===== config.mk =====
export PLATFORM = sky130hd
export DESIGN_NAME = ovs_rx_top
export DESIGN_NICKNAME = d
export VERILOG_FILES = /design/src/rtl/ovs_rx_pkg.sv /design/src/rtl/ovs_rx_sampler.sv /design/src/rtl/ovs_rx_idle.sv /design/src/rtl/ovs_rx_frame.sv /design/src/rtl/ovs_rx_top.sv
export SDC_FILE = /design/constraint.sdc
export NUM_CORES = 1
export LEC_CHECK = 0
export BUFFER_PORTS_ARGS = -buffer_cell sky130_fd_sc_hd__buf_2
export CAP_MARGIN = 20
export CORE_MARGIN = 5
export CORE_UTILIZATION = 65
export DETAILED_ROUTE_END_ITERATION = 7
export PLACE_DENSITY = 0.89
export SYNTH_ARGS = -nofsm -noshare
export SYNTH_HDL_FRONTEND = slang
export SYNTH_HIERARCHICAL = 1
export SYNTH_SLANG_ARGS = --single-unit

===== constraint.sdc =====
create_clock -name clk -period 4.5 [get_ports clk]
set_clock_uncertainty 0.15 [all_clocks]
set_input_delay 0.225 -clock clk [delete_from_list [all_inputs] [get_ports clk]]
set_output_delay 0.225 -clock clk [all_outputs]
set_load 0.01 [all_outputs]

===== src/rtl/ovs_rx_pkg.sv =====
package ovs_rx_pkg;

  typedef struct packed {
    logic [7:0] data;
    logic       abit;
    logic       perr;
    logic       ferr;
    logic       brk;
  } rx_frame_t;

  // two-of-three majority
  function automatic logic vote3(input logic a, input logic b, input logic c);
    return (a & b) | (a & c) | (b & c);
  endfunction

  // 1 when the ones count disagrees with the selected parity sense
  function automatic logic par_bad(input logic [7:0] d, input logic ab,
                                   input logic pb, input logic odd);
    return (^d) ^ ab ^ pb ^ odd;
  endfunction

endpackage


===== src/rtl/ovs_rx_sampler.sv =====
module ovs_rx_sampler #(
  parameter int OSR = 8
) (
  input  logic clk,
  input  logic rst_n,
  input  logic samp_en,
  input  logic line_in,
  input  logic halt,
  output logic busy,
  output logic bit_vld,
  output logic bit_val
);
  import ovs_rx_pkg::*;

  localparam int PW  = $clog2(OSR + 1);
  localparam int MID = OSR / 2 + 1;

  logic [PW-1:0] ph, ph_n;
  logic          s_lo, s_mid;

  assign ph_n = (ph == PW'(OSR)) ? PW'(1) : ph + PW'(1);

  always_ff @(posedge clk or negedge rst_n) begin
    if (!rst_n) begin
      busy    <= 1'b0;
      ph      <= '0;
      s_lo    <= 1'b0;
      s_mid   <= 1'b0;
      bit_vld <= 1'b0;
      bit_val <= 1'b0;
    end else begin
      bit_vld <= 1'b0;
      if (halt) begin
        busy <= 1'b0;
      end else if (samp_en) begin
        if (!busy) begin
          if (!line_in) begin
            busy <= 1'b1;
            ph   <= PW'(1);
          end
        end else begin
          ph <= ph_n;
          if (ph_n == PW'(MID - 1)) s_lo  <= line_in;
          if (ph_n == PW'(MID))     s_mid <= line_in;
          if (ph_n == PW'(MID + 1)) begin
            bit_vld <= 1'b1;
            bit_val <= vote3(s_lo, s_mid, line_in);
          end
        end
      end
    end
  end


  vote_pos_chk: assert property (@(posedge clk) disable iff (!rst_n)
    bit_vld |-> (busy && ph == PW'(MID + 1)));


  start_low_chk: assert property (@(posedge clk) disable iff (!rst_n)
    $rose(busy) |-> $past(!line_in && samp_en));

endmodule


===== src/rtl/ovs_rx_idle.sv =====
module ovs_rx_idle #(
  parameter int OSR       = 8,
  parameter int IDLE_BITS = 10
) (
  input  logic clk,
  input  logic rst_n,
  input  logic samp_en,
  input  logic line_in,
  input  logic busy,
  output logic gap_seen
);
  localparam int LIM = OSR * IDLE_BITS;
  localparam int CW  = $clog2(LIM + 1);

  logic [CW-1:0] cnt;

  always_ff @(posedge clk or negedge rst_n) begin
    if (!rst_n) begin
      cnt      <= '0;
      gap_seen <= 1'b0;
    end else if (samp_en && !busy) begin
      if (line_in) begin
        if (cnt != CW'(LIM)) cnt <= cnt + CW'(1);
      end else begin
        gap_seen <= (cnt == CW'(LIM));
        cnt      <= '0;
      end
    end
  end


  gap_latch_chk: assert property (@(posedge clk) disable iff (!rst_n)
    (samp_en && !busy && line_in) |=> $stable(gap_seen));

endmodule


===== src/rtl/ovs_rx_frame.sv =====
module ovs_rx_frame (
  input  logic                   clk,
  input  logic                   rst_n,
  input  logic                   bit_vld,
  input  logic                   bit_val,
  input  logic [2:0]             data_len,
  input  logic                   par_en,
  input  logic                   par_odd,
  input  logic                   two_stop,
  input  logic                   addr_mode,
  output logic                   halt,
  output logic                   done,
  output ovs_rx_pkg::rx_frame_t  frm
);
  import ovs_rx_pkg::*;

  logic [3:0] idx, nlen, p_a, p_p, p_s, p_l;
  logic [7:0] shr, n_shr;
  logic       abit, pbit, ferr, allz;
  logic       n_abit, n_pbit, n_ferr, n_allz;

  assign nlen = {1'b0, data_len} + 4'd1;
  assign p_a  = nlen + 4'd1;
  assign p_p  = p_a + {3'b0, addr_mode};
  assign p_s  = p_p + {3'b0, par_en};
  assign p_l  = p_s + {3'b0, two_stop};

  always_comb begin
    n_shr  = shr;
    n_abit = abit;
    n_pbit = pbit;
    n_ferr = ferr;
    n_allz = allz;
    for (int i = 0; i < 8; i++)
      if (idx == 4'(i + 1) && idx < p_a) n_shr[i] = bit_val;
    if (addr_mode && idx == p_a) n_abit = bit_val;
    if (par_en && idx == p_p)    n_pbit = bit_val;
    if (idx == p_s)              n_ferr = !bit_val;
    if (idx <= p_s)              n_allz = allz & !bit_val;
  end

  assign halt = bit_vld && ((idx == 4'd0) ? bit_val : (idx == p_l));

  always_ff @(posedge clk or negedge rst_n) begin
    if (!rst_n) begin
      idx  <= '0;
      shr  <= '0;
      abit <= 1'b0;
      pbit <= 1'b0;
      ferr <= 1'b0;
      allz <= 1'b0;
      done <= 1'b0;
      frm  <= '0;
    end else begin
      done <= 1'b0;
      if (bit_vld) begin
        if (idx == 4'd0) begin
          if (!bit_val) begin
            idx  <= 4'd1;
            shr  <= '0;
            abit <= 1'b0;
            pbit <= 1'b0;
            ferr <= 1'b0;
            allz <= 1'b1;
          end
        end else if (idx == p_l) begin
          idx       <= '0;
          done      <= 1'b1;
          frm.data  <= n_shr;
          frm.abit  <= n_abit;
          frm.perr  <= par_en & par_bad(n_shr, addr_mode & n_abit, n_pbit, par_odd);
          frm.ferr  <= n_ferr;
          frm.brk   <= n_allz;
        end else begin
          idx  <= idx + 4'd1;
          shr  <= n_shr;
          abit <= n_abit;
          pbit <= n_pbit;
          ferr <= n_ferr;
          allz <= n_allz;
        end
      end
    end
  end


  brk_implies_ferr_chk: assert property (@(posedge clk) disable iff (!rst_n)
    (done && frm.brk) |-> frm.ferr);


  done_rearm_chk: assert property (@(posedge clk) disable iff (!rst_n)
    done |-> (idx == 4'd0 && $past(bit_vld)));

endmodule


===== src/rtl/ovs_rx_top.sv =====
module ovs_rx_top #(
  parameter int OSR       = 8,
  parameter int IDLE_BITS = 10
) (
  input  logic       clk,
  input  logic       rst_n,
  input  logic       line_in,
  input  logic       samp_en,
  input  logic [2:0] data_len,
  input  logic       par_en,
  input  logic       par_odd,
  input  logic       two_stop,
  input  logic       addr_mode,
  input  logic       sleep,
  input  logic       rd_stb,
  output logic [7:0] rx_data,
  output logic       rx_ready,
  output logic       wake_flag,
  output logic       addr_flag,
  output logic       err_parity,
  output logic       err_overrun,
  output logic       err_frame,
  output logic       err_break
);
  import ovs_rx_pkg::*;

  logic      busy, bit_vld, bit_val, halt, done, gap_seen;
  logic      is_addr, accept;
  rx_frame_t frm;

  ovs_rx_sampler #(.OSR(OSR)) u_samp (
    .clk(clk), .rst_n(rst_n), .samp_en(samp_en), .line_in(line_in),
    .halt(halt), .busy(busy), .bit_vld(bit_vld), .bit_val(bit_val)
  );

  ovs_rx_idle #(.OSR(OSR), .IDLE_BITS(IDLE_BITS)) u_idle (
    .clk(clk), .rst_n(rst_n), .samp_en(samp_en), .line_in(line_in),
    .busy(busy), .gap_seen(gap_seen)
  );

  ovs_rx_frame u_frame (
    .clk(clk), .rst_n(rst_n), .bit_vld(bit_vld), .bit_val(bit_val),
    .data_len(data_len), .par_en(par_en), .par_odd(par_odd),
    .two_stop(two_stop), .addr_mode(addr_mode),
    .halt(halt), .done(done), .frm(frm)
  );

  assign is_addr = addr_mode ? frm.abit : gap_seen;
  assign accept  = done && (!sleep || is_addr);

  always_ff @(posedge clk or negedge rst_n) begin
    if (!rst_n) begin
      rx_data     <= '0;
      rx_ready    <= 1'b0;
      wake_flag   <= 1'b0;
      addr_flag   <= 1'b0;
      err_parity  <= 1'b0;
      err_overrun <= 1'b0;
      err_frame   <= 1'b0;
      err_break   <= 1'b0;
    end else if (accept) begin
      rx_data     <= frm.data;
      rx_ready    <= 1'b1;
      wake_flag   <= is_addr;
      addr_flag   <= is_addr;
      err_parity  <= frm.perr;
      err_frame   <= frm.ferr;
      err_break   <= frm.brk;
      err_overrun <= rx_ready && !rd_stb;
    end else if (rd_stb) begin
      rx_ready    <= 1'b0;
      wake_flag   <= 1'b0;
      err_overrun <= 1'b0;
    end
  end


  sleep_filter_chk: assert property (@(posedge clk) disable iff (!rst_n)
    (done && sleep && !is_addr && !rd_stb) |=>
      ($stable(rx_data) && $stable(rx_ready) && $stable(err_frame) &&
       $stable(err_parity) && $stable(err_break) && $stable(addr_flag)));


  rd_clear_chk: assert property (@(posedge clk) disable iff (!rst_n)
    (rd_stb && !done) |=> (!rx_ready && !wake_flag && !err_overrun));


  ovr_set_chk: assert property (@(posedge clk) disable iff (!rst_n)
    (done && (!sleep || is_addr) && rx_ready && !rd_stb) |=> err_overrun);


  wake_addr_chk: assert property (@(posedge clk) disable iff (!rst_n)
    wake_flag |-> addr_flag);

endmodule


Yosys cells after proc, flatten, opt, wreduce, memory -nomap -nowiden
Index checks and enable logic that the tools add are counted.
{"block": "classes", "add_sub_neg": 8, "magnitude_cmp": 2, "eq_ne": 22, "muxes": 50, "bitwise_logic": 14, "reduce_logical": 32}
{"op": "2-to-1 mux 1 bit", "count": 39}
{"op": "equality test 4 x 3 -> 1 bit (second input constant)", "count": 7}
{"op": "2-to-1 mux 4 bit", "count": 6}
{"op": "2-to-1 mux 8 bit", "count": 3}
{"op": "equality test 4 bit", "count": 4}
{"op": "logical AND 1 bit", "count": 14}
{"op": "2-to-1 mux 7 bit", "count": 2}
{"op": "adder 4 x 1 -> 4 bit", "count": 3}
{"op": "adder 4 x 1 -> 4 bit (second input constant)", "count": 3}
{"op": "AND reduction 4 bit", "count": 3}
{"op": "AND reduction 3 bit", "count": 3}
{"op": "equality test 4 x 2 -> 1 bit (second input constant)", "count": 2}
{"op": "equality test 4 bit (second input constant)", "count": 2}
{"op": "parity 8 bit", "count": 1}
{"op": "adder 7 x 1 -> 7 bit (second input constant)", "count": 1}
{"op": "equality test 7 bit (second input constant)", "count": 1}
{"op": "!= test 7 bit (second input constant)", "count": 1}
{"op": "bitwise AND 1 bit", "count": 6}
{"op": "!= test 2 x 1 -> 1 bit (second input constant)", "count": 3}
{"op": "AND reduction 2 bit", "count": 3}
{"op": "adder 3 x 1 -> 4 bit (second input constant)", "count": 1}
{"op": "equality test 4 x 1 -> 1 bit (second input constant)", "count": 1}
{"op": "less-or-equal comparator 4 bit", "count": 1}
{"op": "zero test 1 bit", "count": 4}
{"op": "8 further kinds", "count": 14}
{"block": "totals", "reg_bits": 61, "in_bits": 13, "out_inout_bits": 15, "wordCells": 156}

Longest topological paths before layout
Gate-level depths: netlist (run 1).
{"block": "depth", "ltp_word": 10, "ltp_mapped": 14, "mapped_depth_nobuf": 14}

By module
The synthesis (run 1) kept the hierarchy.
{"module": "ovs_rx_frame", "n_inst": 1, "cells_per_inst": 224, "area_each_um2": 2107.0, "seq_area_each_um2": 725.7}
{"module": "ovs_rx_top", "n_inst": 1, "cells_per_inst": 40, "area_each_um2": 646.9, "seq_area_each_um2": 375.4}
{"module": "ovs_rx_sampler", "n_inst": 1, "cells_per_inst": 46, "area_each_um2": 513.0, "seq_area_each_um2": 225.2}
{"module": "ovs_rx_idle", "n_inst": 1, "cells_per_inst": 56, "area_each_um2": 504.2, "seq_area_each_um2": 200.2}

Worst setup path after synthesis (run 1)
No wires, ideal clock.
{"block": "synth_timing", "path_type": "input port to flip-flop", "startpoint": "input data_len[0]", "endpoint": "register u_samp.bit_val", "setup_time_ns": 0.125, "arrival_ns": 2.887, "required_ns": 4.225, "path_slack_ns": 1.337, "cell_stages": 14, "path_buffers": 0, "cell_sequence": "ha_1 ha_1 ha_1 xnor3_1 nand3_1 xnor2_1 xor2_1 nor4_2 mux2i_1 nor2b_1 and3b_2 nand2_1 nand4b_4 mux2_4"}
{"block": "synth_between", "elab_chain_cells": 10}
{"item": "start, declared", "line_no": "ovs_rx_top.sv:9", "source": "input logic [2:0] data_len,"}
{"item": "adder 3 x 1 -> 4 bit", "line_no": "ovs_rx_frame.sv:22", "source": "assign nlen = {1'b0, data_len} + 4'd1;"}
{"item": "adder 4 x 1 -> 4 bit", "line_no": "ovs_rx_frame.sv:23", "source": "assign p_a = nlen + 4'd1;"}
{"item": "adder 4 x 1 -> 4 bit", "line_no": "ovs_rx_frame.sv:24", "source": "assign p_p = p_a + {3'b0, addr_mode};"}
{"item": "adder 4 x 1 -> 4 bit", "line_no": "ovs_rx_frame.sv:25", "source": "assign p_s = p_p + {3'b0, par_en};"}
{"item": "adder 4 x 1 -> 4 bit", "line_no": "ovs_rx_frame.sv:26", "source": "assign p_l = p_s + {3'b0, two_stop};"}
{"item": "equality test 4 bit", "line_no": "ovs_rx_frame.sv:42", "source": "assign halt = bit_vld && ((idx == 4'd0) ? bit_val : (idx == p_l));"}
{"item": "2-to-1 mux 1 bit", "line_no": "ovs_rx_frame.sv:42"}
{"item": "logical AND 1 bit", "line_no": "ovs_rx_frame.sv:42"}
{"item": "net halt", "line_no": "ovs_rx_top.sv:27", "source": "logic busy, bit_vld, bit_val, halt, done, gap_seen;"}
{"item": "inverter 1 bit (no line)"}
{"item": "AND reduction 4 bit (no line)"}
{"item": "end signal, assigned", "line_no": "ovs_rx_sampler.sv:47", "source": "bit_val <= vote3(s_lo, s_mid, line_in);"}
{"item": "end, declared", "line_no": "ovs_rx_sampler.sv:11", "source": "output logic bit_val"}
The timed path passes the listed nets, and every way through them passes these cells.
A chain may end at the register's enable or synchronous reset.

Worst setup path in the final report (run 1)
{"block": "layout_timing", "startpoint": "register u_frame.idx[3]", "endpoint": "register, netlist name u_frame/frm[2]"}
{"block": "layout_between", "elab_chain_cells": 8, "elab_cells_between_ends": 41, "classes_between": "order compare (1); eq/ne (11); mux (10); bitwise (6); reduce/logical (13)"}
{"item": "start, declared", "line_no": "ovs_rx_frame.sv:17", "source": "logic [3:0] idx, nlen, p_a, p_p, p_s, p_l;"}
{"item": "start signal, assigned", "line_no": "ovs_rx_frame.sv:75", "source": "idx <= idx + 4'd1;"}
{"item": "< comparator 4 bit (tied with other cells)", "line_no": "ovs_rx_frame.sv:35", "source": "if (idx == 4'(i + 1) && idx < p_a) n_shr[i] = bit_val;"}
{"item": "logical AND 1 bit, on equally long branches", "line_no": "ovs_rx_frame.sv:35, ovs_rx_frame.sv:36"}
{"item": "2-to-1 mux 1 bit, on equally long branches", "line_no": "ovs_rx_frame.sv:35, ovs_rx_frame.sv:36"}
{"item": "parity 8 bit or bitwise AND 1 bit (tied branches)", "line_no": "ovs_rx_pkg.sv:19, ovs_rx_frame.sv:71"}
{"item": "bitwise XOR 1 bit (3 in series)", "line_no": "ovs_rx_pkg.sv:19", "source": "return (^d) ^ ab ^ pb ^ odd;"}
{"item": "bitwise AND 1 bit", "line_no": "ovs_rx_frame.sv:71", "source": "frm.perr <= par_en & par_bad(n_shr, addr_mode & n_abit, n_pbit, par_odd);"}
Several ways; a longest one is shown, not always the timed one.

==> results of run 1 <==
-- kinds of logic after synthesis --
| family | count (synthesis) | synth area share |
|---|---|---|
| AO/OA/AOI/OAI | 69 | 0.123 |
| XOR/XNOR | 24 | 0.0630 |
| adder cells (fa/ha/maj) | 26 | 0.0856 |
| buffers and inverters | 34 | 0.0388 |
| flip-flops | 61 | 0.405 |
| multiplexers | 34 | 0.117 |
| AND/OR/NAND/NOR | 118 | 0.167 |
-- path summary, 6_finish.rpt --
kind | depth (start not counted) | slack [ns] | endpoint
setup / recovery | 8 | 1.18 | u_frame/frm[2]
hold / removal | 3 | 0.03 | err_overrun
setup reg to reg | 8 | 1.18 | u_frame/frm[2]
hold reg to reg | 2 | 0.35 | u_frame/frm[7]
max in group asynchronous | 3 | 3.28 | u_frame/shr[5]
min in group asynchronous | 3 | 0.42 | u_frame/frm[3]
-- sequential cells by signal (all words and copies together), names as in the netlist --
| signal | cells |
|---|---|
| u_samp/s_mid | 1 |
| rx_data | 8 |
| err_break | 1 |
| u_idle/gap_seen | 1 |
| u_frame/ferr | 1 |
| err_overrun | 1 |
| u_idle/cnt | 7 |
| u_frame/done | 1 |
| err_parity | 1 |
| u_frame/shr | 8 |
| u_samp/bit_vld | 1 |
| wake_flag | 1 |
| u_samp/bit_val | 1 |
| u_frame/pbit | 1 |
| u_frame/allz | 1 |
| u_samp/s_lo | 1 |
| u_frame/frm | 12 |
| u_frame/idx | 4 |
| err_frame | 1 |
| u_frame/abit | 1 |
| u_samp/busy | 1 |
| u_samp/ph | 4 |
| addr_flag | 1 |
| rx_ready | 1 |
-- worst reg2reg max path: stages, from the launching register on --
cell	delay [ns]
dfrtp_1	0.52
ha_1	0.39
a21oi_1	0.53
nand4_1	0.38
and3_1	0.26
a211oi_1	0.15
a21boi_0	0.25
xnor3_1	0.44
o21ai_0	0.17
-- final cells by class --
type	instances	share of cell area
inverters	21	0.0191
flip-flops and latches	61	0.370
repair buffers	30	0.0388
multi-input cells	271	0.508
well taps	72	0.0218
clock inverters	7	0.0124
clock buffers	9	0.0300
-- metrics by stage --
step / setup slack (ns) / cells / hold WS (ns) / total power [mW] / utilization
floorplan: 1.34 / 366 / -0.221 / 1.09 / -
global placement: 0.981 / 454 / 0.269 / 1.19 / 0.708
detailed placement: 0.847 / 454 / 0.278 / 1.22 / 0.708
CTS: 1.22 / 471 / 0.0163 / 1.66 / 0.741
global route: 0.932 / 471 / 0.0320 / 1.76 / 0.741
finish: 1.18 / 471 / 0.0303 / 1.65 / 0.741
-- routing by layer --
layer,GRT usage,wire length (um),share of wire
met3,0.0608,443,0.056
met1,0.283,3310,0.42
met2,0.397,3960,0.51
met5,0,0,0
met4,0.0623,125,0.016
-- placed cells by master (no fill, tap or decap), types with 11 or more instances in the layout --
cell and count:
ha_1 25, dfrtp_1 61, a21oi_1 11, xnor2_1 16, mux2_4 19, inv_1 21
nand3_1 17, o21ai_0 23, nor2_1 18, nand2_1 39, buf_2 27
-- power by group through the flow --
stage	combinational [mW]	clock [mW]	sequential (mW)
final	0.490	0.431	0.729
after global routing	0.548	0.474	0.743
after CTS	0.489	0.442	0.725
after detailed placement	0.485	0	0.735
after global placement	0.456	0	0.731
after floorplan	0.411	0	0.684
==> metrics.csv, run 1 <==
metric,value,unit
Final min period,3.32,ns
DIE AREA,0.00743,mm2
hold wc startpoint,sleep,
critical path required time,4.61,ns
Finish-stage setup viols,0,
Die Wd,86.2,um
Post-synth EDFFs,0,
# resized after CTS,0,
iteration-0 DRC count of the detailed router,198,
fill cell count,363,
Inserted Diodes,0,
Post-DP Area,0.00394,mm2
first-pass GRT wire length,13300,um
Synth area leaders,"dfrtp_1 40%, ha_1 8.3%, mux2_4 7.6%, nand2_1 3.9%, xnor2_1 3.7%",
crit path max fanout,10,
Total Wirelength,7840,um
Critical Path AT,3.43,ns
period utilization,0.738,
Clk network pwr share,0.261,
vias in the first global route,2774,
number of synthesized register bits,61,
Initial DRT Pass Iterations,4,
Bufs on Longest Clock Path,2,
Crit path buffers/inverters,0,
Final HPWL DP,5610,um
core footprint,0.00557,mm2
Lkg Pwr,2.05,nW
clk sinks,61,
max cap viols,0,
Post-Syn Area per Cell,10.3,um2
worst vdd ir,0.000368,V
Async SR Flop Fraction,1.00,
Global Route Usage Sum,0.229,
area grow syn2layout,9.49,%
GP Congestion,0.841,
Sequential Area,0.00153,mm2
CP startpoint,u_frame/idx[3],
CP max-delay cell,a21oi_1,
"Reg clk slew, reported paths",0.08,ns
post-route setup TNS,0,ns
total CTS buffers,9,
H-tree levels,3,
Clock Latency Late Sink,0.34,ns
largest net degree at the start of global routing,62,
Nets,432,
hold_buf cts,1,
initial antenna violation count,0,
sequential power share,0.442,
worst reg2reg startpoint,u_frame/idx[3],
Syn Nets,404,
Final Hold Viols,0,
post-synthesis cell count,366,
CP max stage delay,0.53,ns
synth warn,6,
Rel. slew slack,0.466,
CP Class,register to register,
vias per cell,6.00,
post-CTS setup buffer count,0,
Critical Path Start Type,register,
share of cells above drive strength 1,0.193,
Switching Fraction,0.367,
most common cell in the netlist,dfrtp_1,
I/O pin count,28,
commonest cells in the netlist,"61 x dfrtp_1, 39 x nand2_1, 25 x ha_1",
total global routing overflow,0,
Most used DFF post-synth,dfrtp_1,
Die Ht,86.2,um
Power Internal,1.05,mW
Yosys cell types,55,
Routed wire per std cell,16.6,um
CTS tree,yes,
Synth top area share,0.405,
status,completed,
row count,27,
crit-path cells,"ha_1, a21oi_1, nand4_1, and3_1, a211oi_1, a21boi_0, xnor3_1, o21ai_0",
min-delay worst type,input port to register,
Crit path max-delay family,compound AO/OA/AOI/OAI gates,
CTS root buf,clkbuf_8,
sequential area share after synthesis,0.405,
DRC Markers,0,
Psw,0.605,mW
Synth area leader,dfrtp_1,
Initial Utilization,0.677,
vias after detailed routing,2827,
synthesized area,0.00377,mm2
multi-input logic area,0.00210,mm2
Logic pwr share,0.297,
Pwr per Cell Area,400,mW/mm2
Slew @ Worst Pin,0.798,ns
"Design Area, Final",0.00413,mm2
Peak Freq,301,MHz
RSZ-0062 raised after global routing,no,
Antenna Nets Post-Route,0,
Worst Setup End Kind,register,
port bufs,27,
Slew Limit Fails,0,
(Power assumes the default switching activity.)
==> inputs of run 2 (changes only) <==
CORE_UTILIZATION = 61   (was 65)
PLACE_DENSITY = 0.85   (was 0.89)
clock period = 3.3 ns   (was 4.5 ns; I/O delays follow)
==> metrics.csv, run 2 (synthesized netlist as in run 1, its figures left out) <==
metric,value,unit
status,completed,
Die Wd,88.6,um
register name with the most flops,u_frame/frm,
DIE AREA,0.00785,mm2
Design Power,2.29,mW
CP startpoint,par_en,
Total Wirelength,8480,um
Slew Limit Fails,0,
DRC Markers,0,
min-delay worst type,input port to register,
Antenna Nets Post-Route,0,
clk sinks,61,
Bufs on Longest Clock Path,2,
Rel. slew slack,0.594,
area grow syn2layout,14.4,%
dpl ws,-0.0377,ns
Finished Core Util,0.724,
Initial DRT Pass Iterations,4,
Worst Setup End Kind,register,
largest net degree at the start of global routing,28,
worst vdd ir,0.000359,V
Critical Path AT,3.22,ns
H-tree levels,3,
CP Class,input port to register,
RSZ-0062 raised after global routing,no,
Routed wire per std cell,17.3,um
most frequent cells in the layout,"61 x dfrtp_1, 39 x nand2_1, 27 x buf_2",
Final HPWL DP,5930,um
vias in the first global route,2953,
Critical Path Start Type,input port,
Final Instance Count excl. Fillers,491,
largest registers,"u_frame/frm x12, rx_data x8, u_frame/shr x8",
GP Congestion,0.890,
core footprint,0.00596,mm2
Final min period,3.16,ns
vias after detailed routing,2969,
iteration-0 DRC count of the detailed router,249,
I/O pin count,28,
Global Route Usage Sum,0.232,
Clock Latency Late Sink,0.33,ns
Slew @ Worst Pin,0.608,ns
"most common cell after layout, fill and taps aside",dfrtp_1,
Final Hold Viols,0,
period utilization,0.957,
Nets,450,
max reg flops,12,
first-pass GRT wire length,14100,um
hold wc startpoint,rd_stb,
share of cells above drive strength 1,0.231,
row count,28,
"Reg clk slew, reported paths",0.07,ns
"Design Area, Final",0.00431,mm2
vias per cell,6.05,
final worst slack,0.143,ns
Initial Utilization,0.633,
Lkg Pwr,2.14,nW
port bufs,27,
Peak Freq,317,MHz
Post-DP Area,0.00406,mm2
initial antenna violation count,0,
Placed Instances,472,
crit path max fanout,3,
Die Ht,88.6,um
Inserted Diodes,0,
worst reg2reg startpoint,u_frame/idx[0],
critical path required time,3.36,ns
Pwr per Cell Area,531,mW/mm2
max cap viols,0,
CTS root buf,clkbuf_8,
CTS tree,yes,
total global routing overflow,0,
total CTS buffers,9,
Finish-stage setup viols,0,
[run 2: cell count changes in the layout (fill, tap and decap cells not counted), sizes merged]
cell	previous run	this run
inv	22	21
buf	29	44
clkinv	4	2
dlygate4sd3	1	4
clkbuf	9	11
[run 2: critical path, cell delays in order]
cell and delay (ns):
dlygate4sd3_1 0.54, buf_2 0.17, ha_4 0.25, ha_2 0.18
ha_1 0.21, xnor2_2 0.15, xnor2_1 0.15, nor4_2 0.31
mux2i_1 0.13, nor2b_1 0.20, and3b_2 0.24, nand2_1 0.06
nand4b_1 0.11, mux2_1 0.34
[run 2: stage by stage]
step,setup TNS [ns],hold WS (ns)
2_1_floorplan,0,-0.281
3_3_place_gp,0,-0.0551
3_5_place_dp,-0.0647,-0.0496
4_1_cts,0,0.0395
5_1_grt,0,0.0652
6_report,0,0.0628
[run 2: final cells by class]
class | instances | area [um2]
Inverter | 21 | 78.8
Tap cell | 75 | 93.8
Sequential cell | 61 | 1530
Multi-Input combinational cell | 271 | 2150
Clock buffer | 11 | 141
Fill cell | 409 | 1640
Timing Repair Buffer | 48 | 303
Clock inverter | 4 | 25.0
[run 2: power breakdown]
| part | switching, mW | internal (mW) | total (mW) |
|---|---|---|---|
| sequential | 0.132 | 0.841 | 0.973 |
| clock | 0.281 | 0.286 | 0.567 |
| combinational | 0.405 | 0.347 | 0.752 |
| total | 0.819 | 1.47 | 2.29 |
[run 2: per-layer routing]
metal  GRT usage  part of all wire  vias to the layer above
li1            -                 -                     1391
met1       0.290              0.43                     1454
met2       0.395              0.50                      100
met3      0.0391             0.048                       24
met4      0.0975             0.025                        0
met5           0                 0                        -
[run 2: what timing repair did]
| action | in CTS | in global routing |
|---|---|---|
| gates resized for setup | 0 | 6 |
| setup endpoints to repair | 0 | 4 |
| endpoints found under the hold margin | 37 | 0 |
| hold buffers | 4 | 0 |
| buffers inserted | 0 | 0 |
[run 2: final timing paths]
path | end | slack (ns) | cells after the start
worst max-delay path | u_samp/s_mid | 0.14 | 14
max in group asynchronous | u_idle/gap_seen | 2.17 | 3
worst min-delay path | rx_ready | 0.06 | 3
min in group asynchronous | rx_data[1] | 0.14 | 2
worst min register to register | u_frame/frm[10] | 0.33 | 2
worst max register to register | u_frame/frm[2] | 0.24 | 11
==> inputs of run 3 (changes only) <==
CORE_UTILIZATION = 55   (was 61)
PLACE_DENSITY = 0.81   (was 0.85)
clock period = 2.7 ns   (was 3.3 ns; I/O delays follow)
==> metrics.csv, run 3 (synthesized netlist as in run 1, its figures left out) <==
metric,value,unit
status,"finished, violations left",
failing checks,setup timing,
total CTS buffers,9,
worst vdd ir,0.000405,V
Bufs on Longest Clock Path,2,
H-tree levels,3,
largest net degree at the start of global routing,38,
WHS,0.0711,ns
Critical Path Start Type,input port,
Initial DRT Pass Iterations,4,
Critical Path AT,2.87,ns
Slew Limit Fails,0,
Final HPWL DP,6240,um
RSZ-0062 raised after global routing,yes,
Inserted Diodes,0,
clk sinks,61,
Final Hold Viols,0,
Finish-stage setup viols,3,
max cap viols,0,
largest registers,"u_frame/frm x12, rx_data x8, u_frame/shr x8",
Global Route Usage Sum,0.206,
vias per cell,5.68,
register name with the most flops,u_frame/frm,
Routed wire per std cell,16.2,um
area grow syn2layout,24.5,%
total global routing overflow,0,
fill cell count,453,
CTS root buf,clkbuf_8,
initial antenna violation count,0,
port bufs,27,
min-delay worst type,input port to register,
Lkg Pwr,2.31,nW
most frequent cells in the layout,"61 x dfrtp_1, 43 x buf_4, 38 x nand2_1",
Worst Setup End Kind,register,
"Reg clk slew, reported paths",0.07,ns
Post-DP Area,0.00437,mm2
Rel. slew slack,0.589,
Slew @ Worst Pin,0.617,ns
Sequential Area,0.00153,mm2
CTS tree,yes,
first-pass GRT wire length,14000,um
Die Ht,92.8,um
Initial Utilization,0.561,
CP Class,input port to register,
share of cells above drive strength 1,0.316,
Pwr per Cell Area,633,mW/mm2
dpl ws,-0.343,ns
Antenna Nets Post-Route,0,
Nets,479,
Die Wd,92.8,um
vias in the first global route,2968,
final worst slack,-0.0983,ns
DIE AREA,0.00861,mm2
GP Congestion,0.853,
core footprint,0.00672,mm2
DRC Markers,0,
max reg flops,12,
multi-input logic area,0.00224,mm2
vias after detailed routing,2990,
Clock Latency Late Sink,0.34,ns
Final min period,2.80,ns
I/O pin count,28,
"Design Area, Final",0.00470,mm2
critical path required time,2.77,ns
iteration-0 DRC count of the detailed router,130,
period utilization,1.04,
Total Wirelength,8540,um
"most common cell after layout, fill and taps aside",dfrtp_1,
Peak Freq,357,MHz
row count,30,
crit path max fanout,3,
[run 3: worst paths after layout]
| check | start | to | slack, ns | cells past startpoint |
|---|---|---|---|---|
| max in group asynchronous | rst_n | u_frame/ferr | 1.60 | 3 |
| min reg2reg | u_frame/frm[0] | u_frame/frm[0] | 0.34 | 2 |
| min in group asynchronous | rst_n | u_frame/shr[1] | 0.20 | 2 |
| max | data_len[1] | u_samp/bit_val | -0.1 | 14 |
| min | line_in | u_idle/cnt[3] | 0.07 | 3 |
| max reg2reg | u_frame/idx[1] | u_frame/frm[2] | 0.02 | 10 |
[run 3: metrics by stage]
stage | setup TNS [ns] | power (mW) | utilization | instances
after detailed placement | -3.05 | 2.20 | 0.651 | 502
after global placement | -2.25 | 2.13 | 0.651 | 502
after global routing | -0.965 | 3.15 | 0.699 | 526
after floorplan | -0.147 | 1.85 | - | 366
after CTS | 0 | 2.93 | 0.683 | 522
final | -0.204 | 2.97 | 0.699 | 526
[run 3: layer usage]
layer	global-route usage	routed length, um
met5	0	0
met4	0.0891	161
met3	0.0431	282
met2	0.340	4320
met1	0.262	3770
[run 3: where the power goes]
part	leakage, nW	internal, mW	switching, mW
logic	1.43	0.537	0.558
registers	0.793	1.03	0.127
clock network	0.0891	0.335	0.388
total	2.31	1.90	1.07
[run 3: worst max-delay path: stages]
cell	delay, ns
buf_2	0.09
inv_1	0.08
ha_1	0.38
xnor3_2	0.42
nand3_2	0.10
xnor2_2	0.07
xor2_1	0.15
nor4_2	0.33
mux2i_1	0.14
nor2b_1	0.20
and3b_2	0.26
nand2_2	0.06
nand4b_4	0.13
mux2_4	0.30
[run 3: cell type report]
cell class | instances | area share
Clock inverter | 7 | 0.0112
Tap cell | 80 | 0.0213
Inverter | 21 | 0.0168
Clock buffer | 9 | 0.0264
Timing Repair Buffer | 77 | 0.122
Sequential cell | 61 | 0.325
Multi-Input combinational cell | 271 | 0.477
[run 3: repair_timing]
action / 4_1_cts / 5_1_grt
pin swaps: 0 / 9
hold buffers: 4 / 0
setup endpoints to repair: 1 / 5
buffers inserted: 0 / 4
gates resized for setup: 1 / 19
hold endpoints to repair: 27 / 0
